### config.mk
export PLATFORM = sky130hd
export DESIGN_NAME = adc_update_ctrl
export DESIGN_NICKNAME = d
export VERILOG_FILES = /design/src/rtl/adc_update_ctrl.sv
export SDC_FILE = /design/constraint.sdc
export NUM_CORES = 1
export LEC_CHECK = 0
export BUFFER_PORTS_ARGS = -buffer_cell sky130_fd_sc_hd__buf_2
export CAP_MARGIN = 20
export CELL_PAD_IN_SITES_DETAIL_PLACEMENT = 0
export CELL_PAD_IN_SITES_GLOBAL_PLACEMENT = 1
export CORE_ASPECT_RATIO = 1.5
export CORE_UTILIZATION = 42
export CTS_BUF_LIST = sky130_fd_sc_hd__clkbuf_4 sky130_fd_sc_hd__clkbuf_8 sky130_fd_sc_hd__clkbuf_16
export DETAILED_ROUTE_END_ITERATION = 7
export GPL_ROUTABILITY_DRIVEN = 0
export PLACE_DENSITY = 0.79
export SYNTH_ARGS = -nofsm -noshare
export SYNTH_HDL_FRONTEND = slang
export SYNTH_SLANG_ARGS = --single-unit
### constraint.sdc
create_clock -name clk -period 2.5 [get_ports clk]
set_input_delay 0.125 -clock clk [delete_from_list [all_inputs] [get_ports clk]]
set_output_delay 0.125 -clock clk [all_outputs]
set_load 0.01 [all_outputs]
### src/rtl/adc_update_ctrl.sv
module adc_update_ctrl #(
  parameter int DATA_W       = 8,
  parameter int PERIOD_TICKS = 10,
  parameter int LEAD_TICKS   = 24,
  parameter int FIRST_TICKS  = 48
) (
  input  logic              clk,
  input  logic              rst_n,
  input  logic [1:0]        sel,
  input  logic              tick,
  input  logic              conv_valid,
  input  logic [DATA_W-1:0] conv_data,
  input  logic              cs,
  input  logic              rd_start,
  input  logic              rd_end,
  output logic [DATA_W-1:0] result,
  output logic              upd_pending,
  output logic              conv_en,
  output logic [1:0]        conv_ch
);
  localparam int PW = $clog2(PERIOD_TICKS);
  localparam int LW = $clog2(LEAD_TICKS + 1);
  localparam int FW = $clog2(FIRST_TICKS + 2);

  logic [PW-1:0]     phase;
  logic [1:0]        act_sel;
  logic [LW-1:0]     armed;
  logic [DATA_W-1:0] buf_q;
  logic              buf_vld, hold, wr, boundary;

  assign boundary    = tick && (phase == PW'(PERIOD_TICKS - 1));
  assign conv_ch     = act_sel;
  assign conv_en     = act_sel != 2'b00;
  assign upd_pending = conv_en && (sel != 2'b00);
  assign wr          = buf_vld && !hold && upd_pending && (armed == LW'(LEAD_TICKS));

  always_ff @(posedge clk) begin
    if (!rst_n) begin
      phase   <= '0;
      act_sel <= 2'b00;
    end else if (tick) begin
      phase <= boundary ? '0 : phase + 1'b1;
      if (boundary) act_sel <= sel;
    end
  end

  always_ff @(posedge clk) begin
    if (!rst_n || !upd_pending)                armed <= '0;
    else if (tick && armed != LW'(LEAD_TICKS)) armed <= armed + 1'b1;
  end

  always_ff @(posedge clk) begin
    if (!rst_n || !cs) hold <= 1'b0;
    else if (rd_start) hold <= 1'b1;
    else if (rd_end)   hold <= 1'b0;
  end

  always_ff @(posedge clk) begin
    if (!rst_n || sel == 2'b00) begin
      buf_vld <= 1'b0;
      buf_q   <= '0;
    end else if (conv_valid) begin
      buf_vld <= 1'b1;
      buf_q   <= conv_data;
    end else if (wr) begin
      buf_vld <= 1'b0;
    end
  end

  always_ff @(posedge clk) begin
    if (!rst_n)  result <= '0;
    else if (wr) result <= buf_q;
  end

  logic [LW-1:0] since_low;
  logic [FW-1:0] wait_cnt;

  always_ff @(posedge clk) begin
    if (!rst_n || !upd_pending)                    since_low <= '0;
    else if (tick && since_low != LW'(LEAD_TICKS)) since_low <= since_low + 1'b1;
  end

  always_ff @(posedge clk) begin
    if (!rst_n || !upd_pending || hold || result != buf_q) wait_cnt <= '0;
    else if (tick && wait_cnt != FW'(FIRST_TICKS + 1))   wait_cnt <= wait_cnt + 1'b1;
  end

  assert_sel_on_boundary_R2: assert property (@(posedge clk) disable iff (!rst_n)
    !boundary |=> $stable(conv_ch));

  assert_flag_lead_R5: assert property (@(posedge clk) disable iff (!rst_n)
    (result != $past(result)) |-> ($past(since_low) == LW'(LEAD_TICKS)));

  assert_flag_bound_R6: assert property (@(posedge clk) disable iff (!rst_n)
    wait_cnt <= FW'(FIRST_TICKS));

  assert_read_holds_R7: assert property (@(posedge clk) disable iff (!rst_n)
    hold |=> $stable(result));

  assert_off_flag_R10: assert property (@(posedge clk) disable iff (!rst_n)
    (sel == 2'b00) |-> !upd_pending);

  assert_off_keeps_R10: assert property (@(posedge clk) disable iff (!rst_n)
    (sel == 2'b00) |=> $stable(result));
endmodule

### After elaboration in Yosys (flattened, before gate mapping)

Cells that the tools add are included.

* bits of input ports: 17
* register bits: 29
* word-level logic and storage cells: 36

* add/subtract/negate cells: 2
* muxes and demuxes: 5
* reductions and logical operators: 19
* eq/ne operators: 3

Operators by type and width (count)
* $reduce_bool A2 Y1: 4
* $logic_and A1 B1 Y1: 6
* $add A5 B1 Y5 const B: 1
* $eq A5 B5 Y1 const B: 1
* $ne A5 B5 Y1 const B: 1
* $add A4 B1 Y4 const B: 1
* $eq A4 B4 Y1 const B: 1
* $logic_not A1 Y1: 4
* $mux W1: 4
* $mux W4: 1
* $logic_or A1 B1 Y1: 3
* $logic_not A2 Y1: 1
* $reduce_and A2 Y1: 1

### Depth between registers and ports, before layout

Gate-level depths: netlist (run 1).

* word-level depth: 6
* gate-level depth with buffers: 6
* depth with buffers taken out: 5

### Least setup slack after synthesis (run 1)

No wires, ideal clock.

* kind: register to register
* start point: reg armed[0]
* end point: reg result[0]
* data required time: 2428 ps
* period minus slack after synthesis: 1337 ps
* buffers on the path: 1
* stages on the path, launching flop included: 7
* path slack: 1163 ps
* data arrival time: 1265 ps
* cell sequence: dfxtp_1 -> inv_1 -> ha_1 -> nand4b_4 -> nor4b_4 -> buf_6 -> mux2i_1

* longest elaborated chain between the ends: 2

Ends and longest elaborated chain
* from (decl): RTL line 27 `logic [LW-1:0] armed;`
* from (signal assigned): RTL line 49 `else if (tick && armed != LW'(LEAD_TICKS)) armed <= armed + 1'b1;`
* $eq A5 B5 Y1: RTL line 35 `assign wr = buf_vld && !hold && upd_pending && (armed == LW'(LEAD_TICKS));`
* $logic_and A1 B1 Y1: RTL line 35
* to (signal assigned): RTL line 72 `else if (wr) result <= buf_q;`
* to (decl): RTL line 16 `output logic [DATA_W-1:0] result,`

No other way between the ends.
A chain may end at the register's enable or synchronous reset.

### Worst setup path after layout (run 1)

* start point: reg armed[0]
* end point: reg result[6]

The elaborated chain is that of the path after synthesis.

==> results of run 1 <==
metrics by stage:
stage | instance area, µm² | power [mW] | util | worst slack [ps]
finish | 1520 | 0.959 | 0.527 | 758
global route | 1520 | 0.997 | 0.527 | 638
CTS | 1520 | 0.972 | 0.527 | 752
detailed placement | 1420 | 0.546 | 0.492 | 776
global placement | 1420 | 0.543 | 0.492 | 858
floorplan | 1260 | 0.524 | - | 1160
layout make-up:
| type | count | area [µm²] | share of cell area |
|---|---|---|---|
| Multi-Input combinational cell | 90 | 622 | 0.409 |
| Sequential cell | 29 | 581 | 0.382 |
| Tap cell | 39 | 48.8 | 0.0321 |
| Timing Repair Buffer | 28 | 140 | 0.0923 |
| Clock inverter | 1 | 5.00 | 0.00329 |
| Inverter | 7 | 26.3 | 0.0173 |
| Clock buffer | 7 | 96.3 | 0.0634 |
logic make-up after synthesis:
group | share of synthesized area
AO/OA/AOI/OAI | 0.0655
XOR/XNOR | 0.0278
adder cells (fa/ha/maj) | 0.0397
buffers and inverters | 0.0466
flip-flops | 0.460
multiplexers | 0.143
AND/OR/NAND/NOR | 0.217
state kept, by name, summed over array words and instances (netlist names):
signal and flops:
armed 5, conv_ch 2, hold 1, buf_vld 1
result 8, phase 4, buf_q 8
synthesized netlist by cell type:
library cell / instances
a21boi_0: 2
a21oi_1: 5
and4b_1: 1
buf_2: 2
buf_6: 1
clkbuf_1: 3
dfxtp_1: 29
ha_1: 4
inv_1: 7
mux2i_1: 18
nand2_1: 24
nand3_1: 2
nand3b_1: 2
nand4_1: 3
nand4b_1: 1
nand4b_4: 1
nor2_1: 13
nor2b_1: 2
nor4b_4: 1
o21ai_0: 2
o21ai_1: 1
o22ai_4: 1
o31ai_1: 1
or2_2: 1
or3_1: 1
xor2_1: 4
report_power, final:
| part | internal (mW) | switching, mW | total [mW] |
|---|---|---|---|
| clock | 0.248 | 0.176 | 0.425 |
| sequential | 0.473 | 0.00741 | 0.480 |
| combinational | 0.0252 | 0.0291 | 0.0543 |
| total | 0.746 | 0.213 | 0.959 |
worst max path at each step:
stage           endpoint  slack [ps]  cells past startpoint
2_1_floorplan  result[0]        1160                      6
3_3_place_gp   result[3]         860                      5
3_5_place_dp   result[0]         780                      5
4_1_cts        result[0]         750                      5
5_1_grt        result[6]         640                      5
6_report       result[6]         760                      5
worst register-to-register path, delay by kind of cell (launching register included):
| kind | cells | cell delay [ps] |
|---|---|---|
| buf+inv | 1 | 90 |
| simple gates | 2 | 770 |
| mux | 1 | 260 |
| flops | 1 | 340 |
| fa+ha+maj | 1 | 200 |
per-layer routing:
metal / up-vias / global-route usage
met1: 427 / 0.173
met2: 27 / 0.270
met4: 0 / 0.0762
met5: - / 0
li1: 499 / -
met3: 4 / 0.0733
==> impl_metrics.ini, run 1 <==
[status]
outcome = completed

[critical_path]
r2r_start = armed[0]
critical_path_buf_inv_count = 1
startpoint_type = register
r2r.worst_path.cells = 5
r2r_end = result[6]
r2r_setup_slack_ps = 760
crit_type = register to register
required_ps = 2700
worst_setup_path_end_kind = register
crit_family = simple AND/OR/NAND/NOR gates
cp.arrival_ps = 1950
crit_chain = inv_1 -> ha_1 -> nand4b_4 -> nor4b_4 -> mux2i_1
critPathMaxFanout = 8
critPathMaxStageDelay_ps = 630
critical_path.startpoint = armed[0]
crit_slowest_cell = nor4b_4

[synth]
yosys.area.top_type_share = 0.460
synth_nets = 153
syn_area_mm2 = 0.00126
avgSynthCellArea_um2 = 9.55
ys_top_cells_by_area = dfxtp_1 (46%), mux2i_1 (14%), nand2_1 (7.1%)
ys_ff_latch = 29
yosysWarnings = 0
netlist_instances = 132
seq_area_frac_synth = 0.460
netlist-cell-type-count = 26
synth_top_cell_by_area = dfxtp_1

[placement]
placed_cells = 193
dp_hpwl_um = 1730
port_buffers = 28

[global_routing]
grt_pass1_wl_um = 3820
grt-ovfl-total = 0
antenna_found_initial = 0
grt_start_max_net_pins = 25
grt_pass1_vias = 875
gr-usage-all-layers = 0.166

[die]
die_w_um = 46.7
rows = 24
fp.coreArea_mm2 = 0.00288
io-pin-count = 29
die-area_mm2 = 0.00323
dieHeight_um = 69.1
start_util = 0.438

[timing]
finalSetupTns_ps = 0
report.final.slew_viol_count = 0
whs_ps = 69.0
finalSetupViolations = 0
period_share = 0.697
finalClockSkew_ps = 7.98
tightest_slew_ps = 705
relSlewSlack = 0.528
min_period_ps = 1740
finalHoldViolCount = 0
rsz0062_at_grt = false
max_freq_mhz = 574

[hold_path]
min_to = hold
hp-class = input port to register
worstHoldStart = rd_start
hold_path_depth = 3

[routing]
met3_length_um = 115
wirelength_um = 2370
first_iter_violations = 11
met1_length_um = 1030
dr.pass1.iters = 4
drc_errors = 0
vias_per_cell = 4.76
ant_nets = 0
vias = 957
highest_layer = met4
wl_per_cell_um = 11.8
dr_wl_met2_um = 1190

[finish]
layout-drive-gt1-share = 0.247
syn_to_final_growth_pct = 20.4
antennaDiodeCount = 0
fillers = 276
final_common_cell = dfxtp_1
most-common-layout-cells = dfxtp_1 (29), buf_2 (28), nand2_1 (24)
fin_nets = 182
fin_cells = 201

[clocking]
clk_path_buf_depth = 2
cts.sinks = 29
path_clk_slew_ps = 60
cts_setup_buffers = 0
h-tree-depth = 2
ctsResizeCount = 0
root_buffer = clkbuf_8
cts_hold_buffers = 0
cts_tree = done
cts_buffers = 5
clk_latency_ps = 280

[power]
p_leak_nw = 0.663
ir_drop_mv = 0.565
power_density_mw_per_mm2 = 632

[job]
drv_cap = 0
(Power assumes the default switching activity.)
==> run 2: changes to the inputs <==
--- a/config.mk
+++ b/config.mk
@@ -10,11 +10,11 @@
 export CELL_PAD_IN_SITES_DETAIL_PLACEMENT = 0
 export CELL_PAD_IN_SITES_GLOBAL_PLACEMENT = 1
 export CORE_ASPECT_RATIO = 1.5
-export CORE_UTILIZATION = 42
+export CORE_UTILIZATION = 35
 export CTS_BUF_LIST = sky130_fd_sc_hd__clkbuf_4 sky130_fd_sc_hd__clkbuf_8 sky130_fd_sc_hd__clkbuf_16
 export DETAILED_ROUTE_END_ITERATION = 7
 export GPL_ROUTABILITY_DRIVEN = 0
-export PLACE_DENSITY = 0.79
+export PLACE_DENSITY = 0.7
 export SYNTH_ARGS = -nofsm -noshare
 export SYNTH_HDL_FRONTEND = slang
 export SYNTH_SLANG_ARGS = --single-unit
==> constraint.sdc (replaced) <==
create_clock -name clk -period 1.4 [get_ports clk]
set_input_delay 0.07 -clock clk [delete_from_list [all_inputs] [get_ports clk]]
set_output_delay 0.07 -clock clk [all_outputs]
set_load 0.01 [all_outputs]
==> run 2 against run 1 <==
Compared with the run above:
- non-clock buffer count grew 7
- design area increased by 4.2%
- clock skew decreased by 2.5 ps
- worst setup slack worse by 700 ps
- highest routed layer unchanged
- largest cell class unchanged
- clock power increased by 67%
- via count up 5.7%
- critical path type unchanged
- die area up 19%
- global-route usage hardly changed
- cell count increased by 5.0%
- wire length grew 13%
- worst hold slack worse by 46 ps
- register-to-register slack got worse by 700 ps
- largest power group unchanged
==> impl_metrics.ini, run 2 (synthesis gave the netlist of run 1 again) <==
[global_routing]
gr-usage-all-layers = 0.165
grt-ovfl-total = 0
antenna_found_initial = 0
grt_pass1_wl_um = 4570
grt_pass1_vias = 1008
grt_start_max_net_pins = 15

[critical_path]
critPathMaxFanout = 3
crit_family = simple AND/OR/NAND/NOR gates
startpoint_type = register
crit_type = register to register
cp.arrival_ps = 1550
r2r_setup_slack_ps = 60
required_ps = 1600
crit_chain = inv_2 -> ha_4 -> nand4b_4 -> nor4b_4 -> buf_4 -> mux2i_1
crit_slowest_cell = dfxtp_2
critical_path_buf_inv_count = 2
worst_setup_path_end_kind = register
critPathMaxStageDelay_ps = 320
r2r.worst_path.cells = 6
critical_path.startpoint = armed[0]
r2r_end = result[3]
r2r_start = armed[0]
endpoint = result[3]
cp.depth = 6

[power]
p_sw_uw = 368
seqPwrFrac = 0.513
p_leak_nw = 0.698
power_density_mw_per_mm2 = 1060
p_sw_frac = 0.220
clockPowerShare = 0.425
combPwrFrac = 0.062
power.internal_mw = 1.30
total_power_mw = 1.67
ir_drop_mv = 0.723

[timing]
rsz0062_at_grt = true
period_share = 0.960
finalClockSkew_ps = 5.48
min_period_ps = 1340
finalSetupTns_ps = 0
tightest_slew_ps = 278
finalSetupViolations = 0
finalHoldViolCount = 0
max_freq_mhz = 744
relSlewSlack = 0.814
worst_slack_ps = 55.4
report.final.slew_viol_count = 0

[hold_path]
hp-class = input port to register

[placement]
dp_hpwl_um = 2030
port_buffers = 28
dp_slack_ps = -36.5

[clocking]
h-tree-depth = 2
root_buffer = clkbuf_8
path_clk_slew_ps = 60
cts_buffers = 5
cts.sinks = 29
cts_tree = done
clk_latency_ps = 280
clk_path_buf_depth = 2

[finish]
most-common-layout-cells = dfxtp_1 (28), buf_2 (28), nand2_1 (24)
fin_nets = 189
fin_util = 0.463
antennaDiodeCount = 0
reg_top3 = buf_q x8, result x8, armed x5
layout-drive-gt1-share = 0.302
fillers = 360
syn_to_final_growth_pct = 25.5
multi_input_comb_area_um2 = 634
regArea_um2 = 582

[routing]
ant_nets = 0
wl_per_cell_um = 12.7
wirelength_um = 2680
drc_errors = 0
vias = 1012
dr.pass1.iters = 4
first_iter_violations = 12
vias_per_cell = 4.80

[die]
start_util = 0.369
die-area_mm2 = 0.00385
fp.coreArea_mm2 = 0.00342
io-pin-count = 29
die_w_um = 51.0
dieHeight_um = 75.5
rows = 26

[job]
drv_cap = 0

[status]
outcome = completed
## run 2: cell count changes in the layout (fill, tap and decap cells not counted), sizes merged
| cell | before | now |
|---|---|---|
| buf | 28 | 35 |
| clkbuf | 7 | 8 |
| clkinv | 1 | 0 |
## run 2: tightest hold or removal path, cell delays in order
cell and delay [ps]:
buf_2 80, a21oi_1 30, nor2_1 70
## run 2: stage by stage
stage | hold WS (ps) | std cells | instance area [µm²]
after global routing | 41.0 | 211 | 1580
after CTS | 22.5 | 211 | 1580
final | 23.4 | 211 | 1580
after detailed placement | 308 | 203 | 1470
after global placement | 280 | 203 | 1470
after floorplan | 187 | 132 | 1260
## run 2: repair_timing
action | 4_1_cts | 5_1_grt
gates resized for setup | 2 | 4
setup buffers | 0 | 0
setup endpoints to repair | 6 | 8
pin swaps | 1 | 0
hold endpoints to repair | 0 | 0
hold buffers | 0 | 0
## run 2: how the worst min path moves through the flow
| stage | from | endpoint | slack, ps | cells after the start |
|---|---|---|---|---|
| finish | rd_start | hold | 20 | 3 |
| global route | cs | hold | 40 | 3 |
| CTS | rd_start | hold | 20 | 3 |
| global placement | rd_start | hold | 280 | 3 |
| floorplan | rd_start | hold | 190 | 2 |
| detailed placement | rd_start | hold | 310 | 3 |
## run 2: area by class of cell
cell class,instances,area share
flip-flops and latches,29,0.368
inverters,7,0.0166
clock buffers,8,0.0577
well taps,42,0.0332
repair buffers,35,0.124
multi-input cells,90,0.401
## run 2: power groups by stage
stage	sequential (mW)	clock [mW]	combinational, mW
final	0.858	0.711	0.103
after global routing	0.860	0.774	0.117
after CTS	0.858	0.727	0.105
after detailed placement	0.876	0	0.104
after global placement	0.875	0	0.0990
after floorplan	0.873	0	0.0630
## run 2: per-layer routing
| metal | up-vias | part of all wire | global-route usage |
|---|---|---|---|
| li1 | 511 | - | - |
| met1 | 472 | 0.43 | 0.181 |
| met2 | 23 | 0.51 | 0.287 |
| met3 | 6 | 0.043 | 0.0459 |
| met4 | 0 | 0.025 | 0.0926 |
| met5 | - | 0 | 0 |
==> run 3: changes to the inputs <==
--- a/config.mk
+++ b/config.mk
@@ -10,11 +10,11 @@
 export CELL_PAD_IN_SITES_DETAIL_PLACEMENT = 0
 export CELL_PAD_IN_SITES_GLOBAL_PLACEMENT = 1
 export CORE_ASPECT_RATIO = 1.5
-export CORE_UTILIZATION = 35
-export CTS_BUF_LIST = sky130_fd_sc_hd__clkbuf_4 sky130_fd_sc_hd__clkbuf_8 sky130_fd_sc_hd__clkbuf_16
+export CORE_UTILIZATION = 37
+export CTS_BUF_LIST = sky130_fd_sc_hd__clkbuf_4
 export DETAILED_ROUTE_END_ITERATION = 7
 export GPL_ROUTABILITY_DRIVEN = 0
-export PLACE_DENSITY = 0.7
+export PLACE_DENSITY = 0.73
 export SYNTH_ARGS = -nofsm -noshare
 export SYNTH_HDL_FRONTEND = slang
 export SYNTH_SLANG_ARGS = --single-unit
==> run 3 against run 2 <==
Compared with the run above:
- critical path type unchanged
- worst hold slack improved by 46 ps
- sequential share of layout area is 2.0 points lower
- first-iteration DRC count is 100% higher
- clock power fell by 6.3%
==> impl_metrics.ini, run 3 (synthesis gave the netlist of run 1 again) <==
[status]
outcome = completed

[critical_path]
critPathMaxStageDelay_ps = 330
critPathMaxFanout = 8
required_ps = 1650
startpoint_type = register
crit_slowest_cell = dfxtp_2
worst_setup_path_end_kind = register
critical_path_buf_inv_count = 2
cp.arrival_ps = 1600
crit_family = simple AND/OR/NAND/NOR gates
crit_type = register to register
crit_chain = inv_2 -> ha_4 -> nand4b_4 -> nor4b_4 -> buf_12 -> mux2i_1

[timing]
whs_ps = 69.0
max_freq_mhz = 744
finalHoldViolCount = 0
rsz0062_at_grt = true
report.final.slew_viol_count = 0
worst_slack_ps = 55.8
finalClockSkew_ps = 7.36
period_share = 0.960
relSlewSlack = 0.816
finalSetupTns_ps = 0
finalSetupViolations = 0
tightest_slew_ps = 274
min_period_ps = 1340

[global_routing]
grt_pass1_wl_um = 4280
grt_pass1_vias = 984
gr-usage-all-layers = 0.160
grt_start_max_net_pins = 18
grt-ovfl-total = 0
antenna_found_initial = 0

[finish]
fin_util = 0.526
syn_to_final_growth_pct = 33.0
most-common-layout-cells = buf_2 (28), dfxtp_1 (27), nand2_1 (24)
stdcell_area_mm2 = 0.00168
layout-drive-gt1-share = 0.285
fin_cells = 219
fillers = 315
antennaDiodeCount = 0
regArea_um2 = 583
reg_top3 = buf_q x8, result x8, armed x5
multi_input_comb_area_um2 = 634
final_common_cell = buf_2
fin_nets = 199

[job]
drv_cap = 0

[die]
start_util = 0.395
io-pin-count = 29
dieHeight_um = 73.5
fp.coreArea_mm2 = 0.00319
die_w_um = 49.7
die-area_mm2 = 0.00365
rows = 25

[clocking]
h-tree-depth = 2
path_clk_slew_ps = 80
cts.sinks = 29
clk_latency_ps = 320
root_buffer = clkbuf_4
cts_buffers = 5
clk_path_buf_depth = 2
cts_tree = done

[routing]
first_iter_violations = 24
dr_wl_met2_um = 1220
wl_per_cell_um = 11.2
highest_layer = met4
dr.pass1.iters = 4
met1_length_um = 1060
drc_errors = 0
met3_length_um = 115
vias_per_cell = 4.63
wirelength_um = 2450
ant_nets = 0
vias = 1015

[power]
ir_drop_mv = 0.676
power_density_mw_per_mm2 = 979
total_power_mw = 1.64
p_leak_nw = 0.736

[placement]
port_buffers = 28
placed_cells = 200
dp_hpwl_um = 1820
postPlaceCellArea_mm2 = 0.00148
dp_slack_ps = -45.0

[hold_path]
hp-class = input port to register
run 3: per-layer routing:
layer / track usage / vias up
li1: - / 532
met1: 0.165 / 456
met2: 0.273 / 21
met3: 0.0600 / 6
met4: 0.0952 / 0
met5: 0 / -
run 3: timing repair:
action | in CTS | in global routing
buffers inserted | 1 | 0
pin swaps | 2 | 1
hold endpoints to repair | 9 | 0
cloned | 0 | 0
resized for setup | 6 | 0
setup endpoints to repair | 8 | 8
hold buffers | 10 | 0
run 3: final timing paths:
check	from	endpoint	slack (ps)	cells after the start
worst min register to register	result[7]	result[7]	460	2
worst min-delay path	rst_n	result[0]	70	3
worst max register to register	armed[0]	result[3]	60	6
worst max-delay path	armed[0]	result[3]	60	6
run 3: worst reg2reg max path, delay by kind of cell (launching register included):
kind          cells  cell delay, ps
fa+ha+maj         1             140
simple gates      2             400
buf+inv           2             240
flops             1             330
mux               1             180
run 3: cell type report:
type	instances	area share
Clock buffer	6	0.0268
Clock inverter	2	0.0201
Inverter	7	0.0157
Multi-Input combinational cell	90	0.378
Sequential cell	29	0.348
Tap cell	40	0.0298
Timing Repair Buffer	45	0.182
run 3: report_power, final:
part / total (mW) / switching [mW] / leakage, nW / internal [mW]
combinational: 0.120 / 0.0543 / 0.456 / 0.0662
sequential: 0.856 / 0.0127 / 0.237 / 0.843
clock: 0.666 / 0.275 / 0.0433 / 0.391
